===== config.mk =====
export PLATFORM = sky130hd
export DESIGN_NAME = rxen_window_search
export DESIGN_NICKNAME = d
export VERILOG_FILES = /design/src/rtl/rxen_pkg.sv /design/src/rtl/rxen_beat_cmp.sv /design/src/rtl/rxen_lane.sv /design/src/rtl/rxen_seq.sv /design/src/rtl/rxen_window_search.sv
export SDC_FILE = /design/constraint.sdc
export NUM_CORES = 1
export LEC_CHECK = 0
export ABC_AREA = 1
export ABC_CLOCK_PERIOD_IN_PS = 12800
export BUFFER_PORTS_ARGS = -buffer_cell sky130_fd_sc_hd__buf_2
export CORE_MARGIN = 2
export CORE_UTILIZATION = 30
export CTS_BUF_LIST = sky130_fd_sc_hd__clkbuf_16
export DETAILED_ROUTE_END_ITERATION = 8
export RECOVER_POWER = 25
export SLEW_MARGIN = 5
export SYNTH_ARGS = -nofsm -noshare
export SYNTH_HDL_FRONTEND = slang
export SYNTH_SLANG_ARGS = --single-unit

===== constraint.sdc =====
create_clock -name clk -period 12.8 [get_ports clk]
set_input_delay 1.92 -clock clk [delete_from_list [all_inputs] [get_ports clk]]
set_output_delay 1.92 -clock clk [all_outputs]
set_load 0.05 [all_outputs]

===== src/rtl/rxen_pkg.sv =====
package rxen_pkg;
    typedef enum logic [2:0] {
        ST_IDLE,
        ST_CHECK,
        ST_ISSUE,
        ST_EVAL,
        ST_FINISH
    } rxen_state_e;
endpackage


===== src/rtl/rxen_beat_cmp.sv =====
module rxen_beat_cmp #(
    parameter int LANES  = 8,
    parameter logic [7:0] PAT_LO = 8'h55,
    parameter logic [7:0] PAT_HI = 8'hAA
) (
    input  logic [LANES*8-1:0] beat,
    input  logic               sel,
    output logic [LANES-1:0]   match
);
    logic [7:0] expect_byte;

    assign expect_byte = sel ? PAT_HI : PAT_LO;

    for (genvar g = 0; g < LANES; g++) begin : g_lane
        assign match[g] = (beat[g*8 +: 8] == expect_byte);
    end
endmodule


===== src/rtl/rxen_lane.sv =====
module rxen_lane #(
    parameter int DLY_W     = 9,
    parameter int STEP_FAIL = 4,
    parameter int STEP_FINE = 1,
    parameter int STEP_WIDE = 8,
    parameter int SPAN      = 40,
    parameter int CENTER    = 28
) (
    input  logic             clk,
    input  logic             rst_n,
    input  logic             load,
    input  logic [DLY_W-1:0] init,
    input  logic             upd,
    input  logic             pass,
    output logic [DLY_W-1:0] cur,
    output logic             trained
);
    localparam logic [DLY_W-1:0] INC_FAIL = DLY_W'(STEP_FAIL);
    localparam logic [DLY_W-1:0] INC_FINE = DLY_W'(STEP_FINE);
    localparam logic [DLY_W-1:0] INC_WIDE = DLY_W'(STEP_WIDE);
    localparam logic [DLY_W-1:0] LIM_SPAN = DLY_W'(SPAN);
    localparam logic [DLY_W-1:0] OFS_CTR  = DLY_W'(CENTER);

    logic [DLY_W-1:0] cand;
    logic             toggle;
    logic             prev_pass;
    logic             fresh;
    logic [DLY_W-1:0] cand_eff;
    logic             tog_eff;
    logic [DLY_W-1:0] span_now;

    // a pass after a fail opens a new window
    assign fresh    = pass & ~prev_pass;
    assign cand_eff = fresh ? cur : cand;
    assign tog_eff  = fresh ? 1'b0 : toggle;
    assign span_now = cur - cand_eff;

    always_ff @(posedge clk or negedge rst_n) begin
        if (!rst_n) begin
            cur       <= '0;
            cand      <= '0;
            toggle    <= 1'b0;
            prev_pass <= 1'b0;
            trained   <= 1'b0;
        end else if (load) begin
            cur       <= init;
            cand      <= init;
            toggle    <= 1'b0;
            prev_pass <= 1'b0;
            trained   <= 1'b0;
        end else if (upd && !trained) begin
            prev_pass <= pass;
            if (fresh) begin
                cand <= cur;
            end
            if (!pass) begin
                cur <= cur + INC_FAIL;
            end else if (span_now >= LIM_SPAN) begin
                trained <= 1'b1;
                cur     <= cand_eff + OFS_CTR;
            end else if (!tog_eff) begin
                cur    <= cur + INC_FINE;
                toggle <= 1'b1;
            end else begin
                cur    <= cur + INC_WIDE;
                toggle <= 1'b0;
            end
        end
    end

    AST_TRAINED_FROZEN: assert property (@(posedge clk) disable iff (!rst_n)
        trained && !load |=> $stable(cur));

    AST_FAIL_STEP: assert property (@(posedge clk) disable iff (!rst_n)
        upd && !load && !trained && !pass |=> (cur - $past(cur)) == INC_FAIL);

    AST_TRAIN_SETS_CAND: assert property (@(posedge clk) disable iff (!rst_n)
        !load && $rose(trained) |-> (cur - cand) == OFS_CTR);
endmodule


===== src/rtl/rxen_seq.sv =====
module rxen_seq
    import rxen_pkg::*;
#(
    parameter int LANES    = 8,
    parameter int MAX_ITER = 128
) (
    input  logic             clk,
    input  logic             rst_n,
    input  logic             start,
    input  logic             two_rank,
    input  logic             rd_valid,
    input  logic [LANES-1:0] match,
    input  logic             all_trained,
    output logic             rd_req,
    output logic             rd_rank,
    output logic             rd_sel,
    output logic             load,
    output logic             upd,
    output logic [LANES-1:0] pass_vec,
    output logic             finish
);
    localparam int IT_W = $clog2(MAX_ITER + 1);
    localparam logic [IT_W-1:0] IT_LIMIT = IT_W'(MAX_ITER);

    rxen_state_e      state, state_nx;
    logic [IT_W-1:0]  iter_cnt;
    logic [1:0]       ridx;
    logic             two_q;
    logic [LANES-1:0] pass_acc;
    logic [1:0]       last_idx;

    assign last_idx = two_q ? 2'd3 : 2'd1;

    always_comb begin
        state_nx = state;
        unique case (state)
            ST_IDLE:   if (start) state_nx = ST_CHECK;
            ST_CHECK:  state_nx = (all_trained || iter_cnt == IT_LIMIT) ? ST_FINISH : ST_ISSUE;
            ST_ISSUE:  if (rd_valid && ridx == last_idx) state_nx = ST_EVAL;
            ST_EVAL:   state_nx = ST_CHECK;
            ST_FINISH: state_nx = ST_IDLE;
            default:   state_nx = ST_IDLE;
        endcase
    end

    always_ff @(posedge clk or negedge rst_n) begin
        if (!rst_n) state <= ST_IDLE;
        else        state <= state_nx;
    end

    always_ff @(posedge clk or negedge rst_n) begin
        if (!rst_n) begin
            iter_cnt <= '0;
            ridx     <= '0;
            two_q    <= 1'b0;
            pass_acc <= '1;
        end else begin
            unique case (state)
                ST_IDLE: if (start) begin
                    iter_cnt <= '0;
                    ridx     <= '0;
                    two_q    <= two_rank;
                    pass_acc <= '1;
                end
                ST_ISSUE: if (rd_valid) begin
                    pass_acc <= pass_acc & match;
                    ridx     <= (ridx == last_idx) ? 2'd0 : ridx + 2'd1;
                end
                ST_EVAL: begin
                    iter_cnt <= iter_cnt + 1'b1;
                    pass_acc <= '1;
                end
                default: ;
            endcase
        end
    end

    always_comb begin
        rd_req   = (state == ST_ISSUE);
        rd_rank  = ridx[1];
        rd_sel   = ridx[0] ^ iter_cnt[0];
        load     = (state == ST_IDLE) && start;
        upd      = (state == ST_EVAL);
        finish   = (state == ST_FINISH);
        pass_vec = pass_acc;
    end

    AST_REQ_HOLD: assert property (@(posedge clk) disable iff (!rst_n)
        rd_req && !rd_valid |=> rd_req && $stable(rd_sel) && $stable(rd_rank));

    AST_ITER_CAP: assert property (@(posedge clk) disable iff (!rst_n)
        iter_cnt <= IT_LIMIT);

    AST_ONE_RANK_ONLY: assert property (@(posedge clk) disable iff (!rst_n)
        rd_req && !two_q |-> !rd_rank);

    AST_START_IGNORED: assert property (@(posedge clk) disable iff (!rst_n)
        state != ST_IDLE && state != ST_FINISH |=> state != ST_IDLE);
endmodule


===== src/rtl/rxen_window_search.sv =====
module rxen_window_search #(
    parameter int LANES     = 8,
    parameter int DLY_W     = 9,
    parameter int MAX_ITER  = 128,
    parameter int STEP_FAIL = 4,
    parameter int STEP_FINE = 1,
    parameter int STEP_WIDE = 8,
    parameter int SPAN      = 40,
    parameter int CENTER    = 28,
    parameter logic [7:0] PAT_LO = 8'h55,
    parameter logic [7:0] PAT_HI = 8'hAA
) (
    input  logic                   clk,
    input  logic                   rst_n,
    input  logic                   start,
    input  logic                   two_rank,
    input  logic [LANES*DLY_W-1:0] init_dly,
    output logic                   rd_req,
    output logic                   rd_rank,
    output logic                   rd_sel,
    input  logic                   rd_valid,
    input  logic [LANES*8-1:0]     rd_beat,
    output logic [LANES*DLY_W-1:0] dly_out,
    output logic                   done,
    output logic [LANES-1:0]       lane_fail,
    output logic                   err,
    output logic [DLY_W-1:0]       max_dly
);
    logic [LANES-1:0] match;
    logic [LANES-1:0] pass_vec;
    logic [LANES-1:0] trained;
    logic             load;
    logic             upd;
    logic             finish;
    logic [DLY_W-1:0] max_now;

    rxen_seq #(.LANES(LANES), .MAX_ITER(MAX_ITER)) u_seq (
        .clk(clk), .rst_n(rst_n), .start(start), .two_rank(two_rank),
        .rd_valid(rd_valid), .match(match), .all_trained(&trained),
        .rd_req(rd_req), .rd_rank(rd_rank), .rd_sel(rd_sel),
        .load(load), .upd(upd), .pass_vec(pass_vec), .finish(finish)
    );

    rxen_beat_cmp #(.LANES(LANES), .PAT_LO(PAT_LO), .PAT_HI(PAT_HI)) u_cmp (
        .beat(rd_beat), .sel(rd_sel), .match(match)
    );

    for (genvar g = 0; g < LANES; g++) begin : g_lane
        rxen_lane #(
            .DLY_W(DLY_W), .STEP_FAIL(STEP_FAIL), .STEP_FINE(STEP_FINE),
            .STEP_WIDE(STEP_WIDE), .SPAN(SPAN), .CENTER(CENTER)
        ) u_lane (
            .clk(clk), .rst_n(rst_n), .load(load),
            .init(init_dly[g*DLY_W +: DLY_W]), .upd(upd), .pass(pass_vec[g]),
            .cur(dly_out[g*DLY_W +: DLY_W]), .trained(trained[g])
        );
    end

    always_comb begin
        max_now = '0;
        for (int i = 0; i < LANES; i++) begin
            if (dly_out[i*DLY_W +: DLY_W] > max_now) max_now = dly_out[i*DLY_W +: DLY_W];
        end
    end

    always_ff @(posedge clk or negedge rst_n) begin
        if (!rst_n) begin
            done      <= 1'b0;
            lane_fail <= '0;
            err       <= 1'b0;
            max_dly   <= '0;
        end else if (load) begin
            done      <= 1'b0;
            lane_fail <= '0;
            err       <= 1'b0;
            max_dly   <= '0;
        end else begin
            done <= finish;
            if (finish) begin
                lane_fail <= ~trained;
                err       <= ~&trained;
                max_dly   <= max_now;
            end
        end
    end

    AST_DONE_PULSE: assert property (@(posedge clk) disable iff (!rst_n)
        done |=> !done);

    AST_ERR_FLAGS: assert property (@(posedge clk) disable iff (!rst_n)
        done |-> (err == (lane_fail != '0)));

    AST_NO_REQ_AT_DONE: assert property (@(posedge clk) disable iff (!rst_n)
        done |-> !rd_req);
endmodule


After elaboration in Yosys (flattened, before gate mapping)
Cells that the tools add are included.
{ "word_totals": {"reg_bits": 209, "latch_bits": 0, "ram_bits": 0, "mem_bits_ro": 0, "inputBits": 141, "word_cells": 412, "n_memories": 0} }
{ "classes": {"addsub": 42, "n_mul": 0, "div_mod_pow": 0, "n_lt_le_gt_ge": 16, "eq_ne": 25, "shifts": 0, "n_mux": 190, "bitwise": 19, "reduce_logical": 71} }
{ "op_table": {"columns": ["op", "n"], "rows": [
  ["2-to-1 mux 9 bit", 74],
  ["2-to-1 mux 1 bit", 99],
  ["adder 9 x 1 -> 9 bit (second input constant)", 8],
  ["adder 9 x 3 -> 9 bit (second input constant)", 8],
  ["adder 9 x 4 -> 9 bit (second input constant)", 8],
  ["adder 9 x 5 -> 9 bit (second input constant)", 8],
  ["greater-or-equal comparator 9 x 6 -> 1 bit (second input constant)", 8],
  ["subtractor 9 bit", 8],
  ["equality test 8 bit", 8],
  ["> comparator 9 bit", 7],
  ["AND reduction 3 bit", 18],
  ["nonzero test 2 bit", 27],
  ["2-to-1 mux 8 bit", 6],
  ["one-hot mux 8 bit (3 select lines)", 1],
  ["inequality test 2 bit (second input constant)", 8],
  ["one-hot mux 8 bit (2 select lines)", 1],
  ["one-hot mux 3 bit (4 select lines)", 1],
  ["logical AND 1 bit", 10],
  ["> comparator 9 x 1 -> 1 bit (second input constant)", 1],
  ["logical NOT 1 bit", 9],
  ["2-to-1 mux 3 bit", 3],
  ["adder 8 x 1 -> 8 bit (second input constant)", 1],
  ["AND 1 bit", 8],
  ["AND 8 bit", 1],
  ["other kinds (17)", 32]
]} }

Depth between registers and ports, before layout
{ "logic_depth": {"depth_word": 18, "depth_mapped": 81, "mapped_depth_nobuf": 79} }

Hierarchy
A second synthesis with hierarchy kept.
{ "unflattened": {"cells_unflattened": 3683, "hier_area_um2": 22668.0} }
{ "by_module_without_submodules": {"columns": ["mod", "instances", "cells_per_inst", "area_per_inst_um2", "seq_area_each_um2"], "rows": [
  ["rxen_lane", 8, 359, 2188.3, 525.5],
  ["rxen_window_search", 1, 513, 3374.5, 475.5],
  ["rxen_seq", 1, 163, 1239.9, 560.5],
  ["rxen_beat_cmp", 1, 135, 546.8, 0.0]
]} }

Worst setup path after synthesis
Ideal clock, no wire load.
{ "synth_timing": {"path_kind": "register to register", "from": "register g_lane[0].u_lane.cur[2]", "to": "register max_dly[8]", "setup_time_ps": 118, "arrival_ps": 10116, "setup_slack_ps": 2566, "path_stages_with_launch": 77, "path_buffers": 2, "period_less_slack_ps": 10234, "cell_sequence": "dfrtp_1 clkbuf_2 inv_1 ha_1 nand4_1 nand2_1 ha_1 nand2_1 nor2_1 nand3b_1 nand3_2 nand2_2 nand2_1 nand2_1 ha_1 nand4_1 nor2_1 nand2_1 (+41 left out) inv_1 nand2_1 inv_1 nand2_1 and2_1 ha_1 a21oi_1 o21a_1 o21ai_0 nand2_1 nand2_1 a21oi_1 nor2_1 o21ai_1 buf_2 nand3_1 nand2_1 nand2_1"} }
{ "synth_between": {"elab_chain_len": 18} }
{ "synth_lines": {"columns": ["item", "line", "rtl"], "rows": [
  ["start, declared", "rxen_lane.sv:15", "output logic [DLY_W-1:0] cur,"],
  ["start signal, assigned", "rxen_lane.sv:46", "cur <= init;"],
  ["start signal, assigned", "rxen_lane.sv:57", "cur <= cur + INC_FAIL;"],
  ["start signal, assigned", "rxen_lane.sv:60", "cur <= cand_eff + OFS_CTR;"],
  ["> comparator 9 x 1 -> 1 bit", "rxen_window_search.sv:62", "if (dly_out[i*DLY_W +: DLY_W] > max_now) max_now = dly_out[i*DLY_W +: DLY_W];"],
  ["2-to-1 mux 9 bit *", "rxen_window_search.sv:62", null],
  ["> comparator 9 bit", "rxen_window_search.sv:62", null],
  ["2-to-1 mux 9 bit *", "rxen_window_search.sv:62", null],
  ["> comparator 9 bit", "rxen_window_search.sv:62", null],
  ["2-to-1 mux 9 bit *", "rxen_window_search.sv:62", null],
  ["> comparator 9 bit", "rxen_window_search.sv:62", null],
  ["2-to-1 mux 9 bit *", "rxen_window_search.sv:62", null],
  ["(+2 left out)", null, null],
  ["> comparator 9 bit", "rxen_window_search.sv:62", null],
  ["2-to-1 mux 9 bit *", "rxen_window_search.sv:62", null],
  ["> comparator 9 bit", "rxen_window_search.sv:62", null],
  ["2-to-1 mux 9 bit *", "rxen_window_search.sv:62", null],
  ["> comparator 9 bit", "rxen_window_search.sv:62", null],
  ["2-to-1 mux 9 bit *", "rxen_window_search.sv:62", null],
  ["2-to-1 mux 9 bit *", "rxen_window_search.sv:79", "if (finish) begin"],
  ["2-to-1 mux 9 bit *", "rxen_window_search.sv:72", "end else if (load) begin"],
  ["end signal, assigned", "rxen_window_search.sv:82", "max_dly <= max_now;"],
  ["end, declared", "rxen_window_search.sv:27", "output logic [DLY_W-1:0] max_dly"]
]} }
Mark *: on every way between the ends. The rest lies on a longest branch, timed or not. The select of a mux whose other input is x is not followed.
A chain may end at the register's enable or synchronous reset.

Worst setup path after layout
{ "layout_timing": {"from": "register g_lane[0].u_lane.cur[2]", "to": "register max_dly[3]"} }
Same word-level chain as after synthesis.

==> flow_summary.ini <==
[global_route]
antenna_found_initial = 2
grt-ovfl-total = 0
grt_usage_pct = 18.6
grt_pass1_vias = 19368
grt_max_degree = 71
grt_first_pass_wirelength_um = 106000

[sta]
timing.hold.ws_ns = 0.455
hold_viol = 0
finClkSkew_ns = 0.0205
period_minus_slack_ns = 11.36
period_share_pct = 88.7
timing.fmax_mhz = 88.1
setup_violations = 0
slew_violations = 157
worstMarginPinSlew_ns = 3.79
setup_tns_ns = 0
rsz0062_at_grt = no
max_slew_margin_pct = -153

[placement]
placed_cell_area_um2 = 22300
gp_congestion = 0.895
numPortBuffers = 234
place_hpwl_um = 51500

[clocking]
clk_pin_slew_worst_paths_ns = 0.07
numClockSinks = 209
clkLatencyLatePin_ns = 0.57
cts_buffer_depth = 3
cts_buffers = 26
ctsHoldBuffers = 0
clock_tree.htree_level_count = 1
clock-root-buffer = clkbuf_16
tritoncts = built

[detailed_routing]
wl_per_cell_um = 15.9
routed-wl-met3_um = 2920
drtPass1Iterations = 5
route.met2.wl_um = 29600
ant_nets = 0
routed.top_layer = met5
drt-initial-drc-count = 1451
avgViaCountPerCell = 4.99
drc = 0
vias = 20901
wl_met1_um = 31900
wl_um = 66700

[worst_setup_path]
critPathMaxStageDelay_ns = 0.56
crit_arrival_ns = 11.81
crit_path_end_kind = flip-flop
crit_required_ns = 13.25
cpMaxStageDelayCell = dfrtp_1
path_max_fanout = 18
crit_top_cell = nand2_1
crit_type = reg -> reg
worstSetupStartpointType = flip-flop

[hold_path]
hp-class = reg -> reg

[yosys]
yosysMostFrequentCell = nand2_1
ys_types = 63
synth_top_area_share_pct = 24.7
netlist_instances = 3094
avgSynthCellArea_um2 = 6.58
synth_seq_cells = 209
netlist_top_cells_count = 900 x nand2_1, 418 x inv_1, 246 x o21ai_0
synth_fp_nets = 3406
async_flop_share_pct = 100
netlist_area_um2 = 20400
seq_area_frac_synth_pct = 25.7
yosysWarnings = 0
synth_top_area_cell = dfrtp_1
synth-edff-count = 0
ys.flop_type = dfrtp_1
synthTopCellsByArea = dfrtp_1 25%, nand2_1 17%, ha_1 10%

[final_layout]
layout.nets = 3604
fill_cells = 7196
syn_to_final_growth_pct = 13.9
stdcell_area_um2 = 23200
drive_above_1_share_pct = 11.1
antenna_cells = 0

[floorplanning]
ios = 235
start_util_pct = 30.3
fp-row-count = 95
dieArea_um2 = 70000
die_w_um = 265
fp.dieH_um = 265
core-area_um2 = 67200

[run_status]
outcome = complete, but fails checks
violations = max-capacitance violations, max-slew violations

[flow_run]
max_cap_viol_count = 3
==> stage by stage <==
step | setup WS (ns) | cells | utilization (%)
floorplan | 2.57 | 3094 | -
detailed placement | 1.08 | 4136 | 33.3
finish | 1.44 | 4185 | 34.6
CTS | 1.04 | 4184 | 34.6
global route | 0.0386 | 4185 | 34.6
global placement | 1.30 | 4136 | 33.3
==> worst paths after layout <==
kind / start / to / slack, ns / cells after the start
max in group asynchronous: rst_n / max_dly[3] / 5.70 / 3
min in group asynchronous: rst_n / g_lane[0].u_lane.cur[7] / 2.66 / 1
worst min register to register: g_lane[0].u_lane.trained / lane_fail[0] / 0.46 / 1
worst max register to register: g_lane[0].u_lane.cur[2] / max_dly[3] / 1.44 / 76
worst max-delay path: g_lane[0].u_lane.cur[2] / max_dly[3] / 1.44 / 76
worst min-delay path: g_lane[0].u_lane.trained / lane_fail[0] / 0.46 / 1
==> placed cells by master (no fill, tap or decap), types with 7 or more instances in the layout <==
cell type  count
buf_2        232
inv_2         15
o22ai_1       10
ha_1         163
nand2_1      900
fa_1           8
nand2_2       10
o21ai_2       11
nor3_1        34
dfstp_2        8
o21ai_1       37
a21oi_1      189
nor2_1       180
inv_1        422
clkinv_1       8
xor2_1        88
nor4_1        21
nand3_1      199
o211ai_1      29
a31oi_1       20
a21o_1         8
dfrtp_1      201
clkbuf_16     26
buf_4          7
o21ai_0      246
a22oi_1       34
xnor2_1       38
nand4_1       37
o31ai_1       15
and2_1        19
==> cell type report <==
type / count / area, um2 / share of cell area (%)
timing repair buffer: 245 / 1250 / 5.40
tap: 873 / 1090 / 4.71
sequential: 209 / 5240 / 22.6
clock buffer: 26 / 651 / 2.80
multi-input combinational: 2371 / 13100 / 56.5
inverter: 439 / 1650 / 7.11
clock inverter: 22 / 218 / 0.938
==> layer usage <==
metal / up-vias / global-route usage (%)
met3: 112 / 1.70
met4: 4 / 6.76
met2: 551 / 29.8
met5: - / 0
met1: 9661 / 26.0
li1: 10573 / -
==> flip-flops by register name, indices dropped and copies added (netlist names) <==
name	count
done	1
err	1
g_lane.u_lane.cand	72
g_lane.u_lane.cur	72
g_lane.u_lane.prev_pass	8
g_lane.u_lane.toggle	8
g_lane.u_lane.trained	8
lane_fail	8
max_dly	9
u_seq.iter_cnt	8
u_seq.pass_vec	8
u_seq.ridx	2
u_seq.state	3
u_seq.two_q	1
==> timing repair <==
item                                    CTS  global route
buffers inserted                          0             1
endpoints found under the setup margin    0             9
resized for setup                         0             2
==> logic make-up (layout without fill, tap and decap cells) <==
group                      Yosys count  in the layout  synth area share [%]
and+or+nand+nor                   1438           1438                  30.2
AOI/OAI and AO/OA                  635            635                  17.8
buffers and inverters              514            732                  10.0
xor gates and xnor gates           127            127                  5.50
adders and majority gates          171            171                  10.8
DFF                                209            209                  25.7
==> worst max-delay path: cells and delay by family, from the launching register on <==
kind / cells / cell delay [ns]
AOI/OAI and AO/OA: 15 / 2.09
DFF: 1 / 0.56
buffers and inverters: 11 / 1.57
and+or+nand+nor: 42 / 4.85
adders and majority gates: 8 / 2.17
Power is left out: the tool's default activity adds up to more than one toggle a clock period on the data nets, which glitch-free logic cannot reach.
